`src/rtl/pll_lock_pkg.sv`:
```
package pll_lock_pkg;
  typedef enum logic [1:0] {
    TRK_IDLE     = 2'd0,
    TRK_WAIT_FB  = 2'd1,
    TRK_WAIT_REF = 2'd2
  } trk_state_e;

  typedef enum logic [1:0] {
    LAST_NONE = 2'd0,
    LAST_REF  = 2'd1,
    LAST_FB   = 2'd2
  } last_edge_e;
endpackage

```
`src/rtl/lock_pair_track.sv`:
```
module lock_pair_track
  import pll_lock_pkg::*;
#(
  parameter int WIN_W = 4
) (
  input  logic             clk_i,
  input  logic             rst_ni,
  input  logic             clr_i,
  input  logic             ref_edge_i,
  input  logic             fb_edge_i,
  input  logic [WIN_W-1:0] win_i,
  output logic             good_o,
  output logic             miss_o
);
  localparam logic [WIN_W-1:0] DIST_ONE = WIN_W'(1);

  trk_state_e       state_q, state_d;
  logic [WIN_W-1:0] dist_q, dist_d;

  always_comb begin
    state_d = state_q;
    dist_d  = dist_q;
    good_o  = 1'b0;
    miss_o  = 1'b0;
    unique case (state_q)
      TRK_IDLE: begin
        if (ref_edge_i && fb_edge_i) begin
          good_o = 1'b1;
        end else if (ref_edge_i) begin
          state_d = TRK_WAIT_FB;
          dist_d  = DIST_ONE;
        end else if (fb_edge_i) begin
          state_d = TRK_WAIT_REF;
          dist_d  = DIST_ONE;
        end
      end
      TRK_WAIT_FB: begin
        if (fb_edge_i) begin
          good_o  = (dist_q <= win_i);
          miss_o  = !(dist_q <= win_i);
          state_d = ref_edge_i ? TRK_WAIT_FB : TRK_IDLE;
          dist_d  = ref_edge_i ? DIST_ONE : '0;
        end else if (ref_edge_i) begin
          dist_d = DIST_ONE;  // restart; offset flagged by frequency monitor
        end else if (dist_q >= win_i) begin
          miss_o  = 1'b1;
          state_d = TRK_IDLE;
          dist_d  = '0;
        end else begin
          dist_d = dist_q + DIST_ONE;
        end
      end
      TRK_WAIT_REF: begin
        if (ref_edge_i) begin
          good_o  = (dist_q <= win_i);
          miss_o  = !(dist_q <= win_i);
          state_d = fb_edge_i ? TRK_WAIT_REF : TRK_IDLE;
          dist_d  = fb_edge_i ? DIST_ONE : '0;
        end else if (fb_edge_i) begin
          dist_d = DIST_ONE;
        end else if (dist_q >= win_i) begin
          miss_o  = 1'b1;
          state_d = TRK_IDLE;
          dist_d  = '0;
        end else begin
          dist_d = dist_q + DIST_ONE;
        end
      end
      default: begin
        state_d = TRK_IDLE;
        dist_d  = '0;
      end
    endcase
    if (clr_i) begin
      state_d = TRK_IDLE;
      dist_d  = '0;
      good_o  = 1'b0;
      miss_o  = 1'b0;
    end
  end

  always_ff @(posedge clk_i or negedge rst_ni) begin
    if (!rst_ni) begin
      state_q <= TRK_IDLE;
      dist_q  <= '0;
    end else begin
      state_q <= state_d;
      dist_q  <= dist_d;
    end
  end
endmodule

```
`src/rtl/lock_freq_mon.sv`:
```
module lock_freq_mon
  import pll_lock_pkg::*;
(
  input  logic clk_i,
  input  logic rst_ni,
  input  logic clr_i,
  input  logic ref_edge_i,
  input  logic fb_edge_i,
  output logic offset_o
);
  last_edge_e last_q, last_d;
  logic       ref_only, fb_only;

  assign ref_only = ref_edge_i && !fb_edge_i;
  assign fb_only  = fb_edge_i && !ref_edge_i;

  always_comb begin
    last_d   = last_q;
    offset_o = 1'b0;
    if (ref_only) begin
      offset_o = (last_q == LAST_REF);
      last_d   = LAST_REF;
    end else if (fb_only) begin
      offset_o = (last_q == LAST_FB);
      last_d   = LAST_FB;
    end else if (ref_edge_i && fb_edge_i) begin
      last_d = LAST_NONE;
    end
    if (clr_i) begin
      last_d   = LAST_NONE;
      offset_o = 1'b0;
    end
  end

  always_ff @(posedge clk_i or negedge rst_ni) begin
    if (!rst_ni) last_q <= LAST_NONE;
    else         last_q <= last_d;
  end
endmodule

```
`src/rtl/lock_run_cnt.sv`:
```
module lock_run_cnt #(
  parameter int CNT_W = 8
) (
  input  logic             clk_i,
  input  logic             rst_ni,
  input  logic             clr_i,
  input  logic             good_i,
  input  logic             miss_i,
  input  logic [CNT_W-1:0] need_i,
  output logic             lock_o
);
  logic [CNT_W-1:0] cnt_q, cnt_d, need_eff;
  logic             lock_q, lock_d;

  assign need_eff = (need_i == '0) ? CNT_W'(1) : need_i;

  always_comb begin
    cnt_d  = cnt_q;
    lock_d = lock_q;
    if (clr_i || miss_i) begin
      cnt_d  = '0;
      lock_d = 1'b0;
    end else if (good_i) begin
      if (cnt_q < need_eff) cnt_d = cnt_q + CNT_W'(1);
      if ({1'b0, cnt_q} + (CNT_W+1)'(1) >= {1'b0, need_eff}) lock_d = 1'b1;
    end
  end

  always_ff @(posedge clk_i or negedge rst_ni) begin
    if (!rst_ni) begin
      cnt_q  <= '0;
      lock_q <= 1'b0;
    end else begin
      cnt_q  <= cnt_d;
      lock_q <= lock_d;
    end
  end

  assign lock_o = lock_q;
endmodule

```
`src/rtl/pll_lock_det.sv`:
```
module pll_lock_det #(
  parameter int WIN_W = 4,
  parameter int CNT_W = 8
) (
  input  logic             clk_i,
  input  logic             rst_ni,
  input  logic             ref_edge_i,
  input  logic             fb_edge_i,
  input  logic             fb_valid_i,
  input  logic             pwr_dn_i,
  input  logic [WIN_W-1:0] win_i,
  input  logic [CNT_W-1:0] need_i,
  output logic             lock_o
);
  logic clr, pair_good, pair_miss, freq_off, any_miss;

  assign clr      = pwr_dn_i || !fb_valid_i;
  assign any_miss = pair_miss || freq_off;

  lock_pair_track #(.WIN_W(WIN_W)) i_track (
    .clk_i      (clk_i),
    .rst_ni     (rst_ni),
    .clr_i      (clr),
    .ref_edge_i (ref_edge_i),
    .fb_edge_i  (fb_edge_i),
    .win_i      (win_i),
    .good_o     (pair_good),
    .miss_o     (pair_miss)
  );

  lock_freq_mon i_freq (
    .clk_i      (clk_i),
    .rst_ni     (rst_ni),
    .clr_i      (clr),
    .ref_edge_i (ref_edge_i),
    .fb_edge_i  (fb_edge_i),
    .offset_o   (freq_off)
  );

  lock_run_cnt #(.CNT_W(CNT_W)) i_run (
    .clk_i  (clk_i),
    .rst_ni (rst_ni),
    .clr_i  (clr),
    .good_i (pair_good),
    .miss_i (any_miss),
    .need_i (need_i),
    .lock_o (lock_o)
  );
endmodule

```
`config.mk`:
```
export PLATFORM = sky130hd
export DESIGN_NAME = pll_lock_det
export DESIGN_NICKNAME = d
export VERILOG_FILES = /design/src/rtl/pll_lock_pkg.sv /design/src/rtl/lock_pair_track.sv /design/src/rtl/lock_freq_mon.sv /design/src/rtl/lock_run_cnt.sv /design/src/rtl/pll_lock_det.sv
export SDC_FILE = /design/constraint.sdc
export NUM_CORES = 1
export LEC_CHECK = 0
export BUFFER_PORTS_ARGS = -buffer_cell sky130_fd_sc_hd__buf_2
export CAP_MARGIN = 20
export CORE_AREA = 3 3 67 69
export CTS_CLUSTER_DIAMETER = 80
export CTS_CLUSTER_SIZE = 8
export DETAILED_ROUTE_END_ITERATION = 6
export DIE_AREA = 0 0 70 72
export PLACE_DENSITY = 0.68
export SLEW_MARGIN = 20
export SYNTH_ARGS = -nofsm -noshare
export SYNTH_HDL_FRONTEND = slang
export SYNTH_HIERARCHICAL = 1
export SYNTH_SLANG_ARGS = --single-unit
```
`constraint.sdc`:
```
create_clock -name clk_i -period 2.36 [get_ports clk_i]
set_input_delay 0.236 -clock clk_i [delete_from_list [all_inputs] [get_ports clk_i]]
set_output_delay 0.236 -clock clk_i [all_outputs]
set_load 0.1 [all_outputs]
```
-- Word-level counts from Yosys, hierarchy flattened
Index checks and enable logic that the tools add are counted.
- muxes and demuxes: 50
- magnitude comparators: 4
- reductions and logical operators: 20
- $add $sub $neg: 3
- eq/ne operators: 8
- operator list (kind ; number):
    4-bit two-way mux ; 9
    8-bit two-way mux ; 4
    2-bit two-way mux ; 14
    1-bit two-way mux ; 19
    4-bit by 3-bit inequality test with 1-bit output (second input constant) ; 3
    4-bit case mux with 3 select lines ; 1
    8-bit by 1-bit adder with 9-bit output (second input constant) ; 1
    9-bit by 8-bit greater-or-equal comparator with 1-bit output ; 1
    8-bit by 1-bit adder with 8-bit output (second input constant) ; 1
    8-bit zero test ; 1
    8-bit < comparator ; 1
    2-bit case mux with 3 select lines ; 1
    2-bit AND reduction ; 3
    2-bit nonzero test ; 3
    4-bit by 1-bit adder with 4-bit output (second input constant) ; 1
    2-bit by 1-bit == test with 1-bit output (second input constant) ; 2
    2-bit == test (second input constant) ; 2
    4-bit greater-or-equal comparator ; 1
    4-bit less-or-equal comparator ; 1
    1-bit zero test ; 4
    4-bit AND reduction ; 1
    4-bit nonzero test ; 1
    1-bit logical AND ; 3
    1-bit logical OR ; 3
    4 further kinds ; 4
- register bits after elaboration: 17
- input bits: 18
- logic and storage cells: 90

-- Depth between registers and ports, before layout
- depth in word-level cells: 10
- mapped depth: 11
- gate-level depth less buffers: 11

-- Cells and area by module
Netlist, hierarchy kept.
- modules (own cells, without submodules) (module ; sequential area each (µm²) ; cells each ; area each (µm²) ; times used):
    lock_run_cnt ; 225.2 ; 110 ; 943.4 ; 1
    lock_pair_track ; 150.1 ; 90 ; 725.7 ; 1
    lock_freq_mon ; 50.0 ; 9 ; 95.1 ; 1
    pll_lock_det ; 0.0 ; 2 ; 12.5 ; 1

-- Worst setup path before layout
No wires, ideal clock.
- path kind: reg2reg
- start: register i_track.dist_q[1]
- end: register i_run.cnt_q[4]
- clock period less this slack: 2.536 ns
- path buffers: 1
- required time: 2.294 ns
- arrival time: 2.470 ns
- stages on the path, launching flop included: 11
- library setup time: 0.066 ns
- slack: -0.176 ns
- cell sequence: dfrtp_1 -> ha_1 -> nor2b_1 -> o211ai_1 -> nand2_1 -> nor4bb_1 -> or2_1 -> or2_1 -> buf_1 -> or4_1 -> nand2_1
- cells in the longest elaborated chain, start to end: 10
- elaborated cells between the ends (all ways): 20
- classes of those cells: 2 x order compare; 12 x mux; 6 x reduce/logical
- RTL lines (item ; line ; source):
    start, declared ; lock_pair_track.sv:18 ; logic [WIN_W-1:0] dist_q, dist_d;
    start signal, assigned ; lock_pair_track.sv:88 ; dist_q <= dist_d;
    4-bit greater-or-equal comparator ; lock_pair_track.sv:45, lock_pair_track.sv:61 ;
    1-bit two-way mux ; lock_pair_track.sv:45, lock_pair_track.sv:61 ;
    1-bit two-way mux (on tied branches) ; lock_pair_track.sv:59, lock_pair_track.sv:43 ;
    1-bit two-way mux (on tied branches) ; lock_pair_track.sv:54, lock_pair_track.sv:38 ;
    1-bit case mux with 2 select lines * ; lock_pair_track.sv:25 ; unique case (state_q)
    1-bit two-way mux * ; lock_pair_track.sv:74 ; if (clr_i) begin
    named net pair_miss ; pll_lock_det.sv:15 ; logic clr, pair_good, pair_miss, freq_off, any_miss;
    1-bit logical OR * ; pll_lock_det.sv:18 ; assign any_miss = pair_miss || freq_off;
    named net any_miss ; pll_lock_det.sv:15 ;
    1-bit logical OR * ; lock_run_cnt.sv:20 ; if (clr_i || miss_i) begin
    2-bit nonzero test (no source line) ; - ;
    2-bit AND reduction (no source line) ; - ;
    end signal, assigned ; lock_run_cnt.sv:34 ; cnt_q <= cnt_d;
    end, declared ; lock_run_cnt.sv:12 ; logic [CNT_W-1:0] cnt_q, cnt_d, need_eff;
The timed path passes the listed nets; every way through them passes the cells marked *.
A chain may end at the register's enable or synchronous reset.

-- Worst setup path in the final report
- start: register i_track.dist_q[1]
- end: register i_run.cnt_q[5]
- elaborated cells between the ends (all ways): 20
- classes of those cells: 2 x order compare; 12 x mux; 6 x reduce/logical
- RTL lines (item ; line):
    4-bit less-or-equal comparator * ; lock_pair_track.sv:39, lock_pair_track.sv:55
    1-bit two-way mux (on tied branches) ; lock_pair_track.sv:54, lock_pair_track.sv:38
    1-bit case mux with 3 select lines * ; lock_pair_track.sv:25
    1-bit two-way mux * ; lock_pair_track.sv:74
    named net pair_good ; pll_lock_det.sv:15
    2-bit nonzero test (no source line) * ; -
    2-bit AND reduction (no source line) * ; -
Marked as above.

==> impl_metrics.csv <==
group,metric,value,unit
setup_path,critPathArrivalTime,2500,ps
setup_path,r2r_start,"i_track/dist_q[1]",
timing,setup_violations,0,
pwr,p_int,0.483,mW
placed_design,port_buffers,18,
detailed_routing,wire_per_inst,13.9,um
floorplan,core-area,0.00397,mm2
worst_hold_path,hp-start,"ref_edge_i",
placed_design,gp_congestion,0.795,
pwr,combPwrFrac,23.4,%
floorplan,row_count,23,
global_route,grt_max_degree,19,
timing,max_freq,433,MHz
clocking,cts_buffers,3,
yosys,syn_nets,255,
detailed_routing,drt_iter0_drc,91,
yosys,synth_top_area_share,23.9,%
clocking,cts_tree,"done",
yosys,yosys.cell_types.count,53,
detailed_routing,vias,1672,
floorplan,initial_core_util,44.7,%
yosys,synth_edf_count,0,
floorplan,num_io_pins,19,
clocking,cts_max_level,1,
finish,layout-drive-gt1-share,25.4,%
yosys,syn-cell-area,0.00178,mm2
setup_path,start_kind,"flop",
yosys,synth_cells,211,
clocking,root_buffer,"clkbuf_8",
placed_design,hpwlAfterDp,3090,um
placed_design,post-place-ws,-124,ps
yosys,synth_most_common_cell,"ha_1",
clocking,clockBufferDepth,2,
floorplan,die_h,72,um
worst_hold_path,worstHoldPathCells,2,
yosys,ys_warn_count,6,
yosys,synthMuxAreaShare,1.13,%
detailed_routing,drc_errors,0,
setup_path,reg2reg_depth,10,
timing,fin_crit_sh,98.0,%
placed_design,dpl.cell_count,289,
pwr,swShare,28.8,%
setup_path,r2r_slack,50,ps
floorplan,dieArea,0.00504,mm2
timing,holdWs,410,ps
pwr,ir_worst_vdd,0.241,mV
yosys,synth_compound_area_share,22.4,%
setup_path,endpoint_kind,"flop",
yosys,async_flop_share,100,%
pwr,seqPwrFrac,44.0,%
setup_path,cp_num_buf_inv,1,
pwr,leakagePower,1.08,nW
finish,design_area,0.00219,mm2
yosys,yosys.area.top_type,"dfrtp_1",
timing,min_period,2310,ps
placed_design,placed_area,0.00202,mm2
run,cap_violations,0,
clocking,clkTransAtPathRegs,80,ps
setup_path,slowest_delay,420,ps
timing,slew_headroom,68.1,%
yosys,yosys_most_used_dff,"dfrtp_1",
finish,nets,293,
detailed_routing,vias_per_cell,5.61,
yosys,synthAdderAreaFrac,18.3,%
timing,finalMaxSlewViolations,0,
timing,finClkSkew,11.7,ps
setup_path,path_cells,"ha_4 -> nor2b_4 -> o211ai_1 -> a21boi_1 -> o21ai_2 -> and2b_2 -> buf_6 -> nand3_1 -> or3_1 -> a21oi_1",
global_route,gr-total-overflow,0,
setup_path,cp_slowest_cell,"dfrtp_1",
setup_path,cp.required,2550,ps
clocking,clock_latency,260,ps
pwr,clock_power_share,32.5,%
finish,diodes,0,
floorplan,die_w,70,um
timing,layout_setup_ws,48.3,ps
setup_path,path_class,"reg -> reg",
timing,worstMarginPinSlew,482,ps
finish,fill_cells,371,
yosys,ys_seq_elements,17,
finish,syn2layout_area_growth,23.2,%
global_route,grt_antenna_before_repair,0,
detailed_routing,firstDrtPassIters,4,
yosys,yosys.area_share.xor_xnor,4.37,%
detailed_routing,drtAntennaViolNets,0,
yosys,synth_commonest_cells,"26 x ha_1, 21 x inv_1, 18 x a21oi_1",
clocking,cts_sinks,17,
status,outcome,"completed",
pwr,power_density,310,mW/mm2
detailed_routing,wl,4140,um
yosys,seq_area_frac_synth,23.9,%
finish,final_cells,298,
global_route,grt_pass1_wl,6820,um
timing,hold_viol_final,0,
yosys,avgSynthCellArea,8.42,um2
yosys,synth_top_family_by_area,"simple AND/OR/NAND/NOR gates",
setup_path,r2r-end,"i_run/cnt_q[5]",
pwr,p_total,0.678,mW
worst_hold_path,hold_class,"in -> reg",
timing,rsz0062_at_grt,"yes",
setup_path,critPathMaxFanout,4,
pwr,switching_power,0.195,mW
yosys,yosys.area_share.simple,23.8,%
worst_hold_path,hold_path_end,"i_freq/last_q[1]",
yosys,synthTopCellsByArea,"dfrtp_1 24%, ha_1 18%, a21oi_1 5.1%",
global_route,grt_pass1_vias,1525,
setup_path,path_delay_family,"simple AND/OR/NAND/NOR gates",
global_route,grtUsageTotal,16.2,%
metrics by stage:
| step | TNS [ps] | util [%] |
|---|---|---|
| finish | 0 | 55.1 |
| global route | -267 | 55.1 |
| CTS | 0 | 52.3 |
| detailed placement | -486 | 50.9 |
| global placement | 0 | 50.9 |
| floorplan | -55.9 | - |
metal layers:
| metal | part of all wire (%) | track usage [%] | routed length, um |
|---|---|---|---|
| met1 | 48 | 23.8 | 1970 |
| met2 | 48 | 25.7 | 1970 |
| met3 | 4.8 | 3.05 | 197 |
| met4 | 0.19 | 1.91 | 8 |
| met5 | 0 | 0 | 0 |
layout by cell type (no fill, tap or decap), types with 2 or more instances in the layout:
master    netlist  layout
xor2_1          6       6
nor2b_1         3       2
a41o_1          2       2
a22o_1          2       2
a21oi_2         0       2
and3_4          2       2
buf_4           1      19
nor3_1          2       2
clkbuf_8        0       3
or4_1           2       2
nor2_1         10      10
or3_1           3       2
ha_4            0       3
o31ai_1         2       2
and2_1          2       2
or2_1           2       2
o211ai_1        3       3
o21ai_1         6       7
o21ai_0         8       6
a21oi_1        18      16
nand4_1         6       6
nand2_1        12      11
or4bb_1         2       2
o211a_1         2       2
o211ai_2        2       2
dfrtp_1        17      17
nand2b_1        4       4
nand3_1        12      12
buf_2           2      18
ha_1           26      23
mux2i_1         2       2
a21o_1          3       3
inv_1          21      21
registers in the layout, summed over array words and instances (netlist names):
signal	cells
i_run/lock_o	1
i_track/dist_q	4
i_run/cnt_q	8
i_freq/last_q	2
i_track/state_q	2
power by group through the flow:
stage               clock (mW)  combinational, mW  sequential (mW)
floorplan                    0             0.0906            0.305
global placement             0              0.144            0.304
detailed placement           0              0.146            0.304
CTS                      0.230              0.148            0.299
global route             0.241              0.179            0.299
finish                   0.221              0.159            0.299
cells by family (layout without fill, tap and decap cells):
kind of cell	after synthesis	count (layout)
AND/OR/NAND/NOR	72	72
AO/OA/AOI/OAI	59	59
buffers and inverters	27	64
adder cells (fa/ha/maj)	26	26
flip-flops	17	17
XOR/XNOR	8	8
multiplexers	2	2
cell type report:
cell class,instances,area [um2],share of cell area [%]
Inverter,21,78.8,3.60
Tap cell,50,62.6,2.86
Clock inverter,1,5.00,0.229
Timing Repair Buffer,39,254,11.6
Clock buffer,3,41.3,1.89
Multi-Input combinational cell,167,1320,60.4
Sequential cell,17,425,19.4
repair_timing:
item                                   in CTS  in global routing
pin swaps                                   2                  9
buffers inserted                            0                  4
gates resized for setup                     3                 14
endpoints found under the hold margin      17                  0
hold buffers                                1                  0
setup endpoints to repair                   6                  9
worst max-delay path by stage:
stage                                 start        endpoint  depth (start not counted)
final                     i_track/dist_q[1]  i_run/cnt_q[5]                         10
after detailed placement  i_track/dist_q[1]  i_run/cnt_q[6]                         10
after CTS                 i_track/dist_q[1]  i_run/cnt_q[4]                         10
after floorplan           i_track/dist_q[1]  i_run/cnt_q[4]                         10
after global placement    i_track/dist_q[1]  i_run/cnt_q[4]                         10
after global routing      i_track/dist_q[1]  i_run/cnt_q[5]                         10
Power figures use the tool's default switching activity.
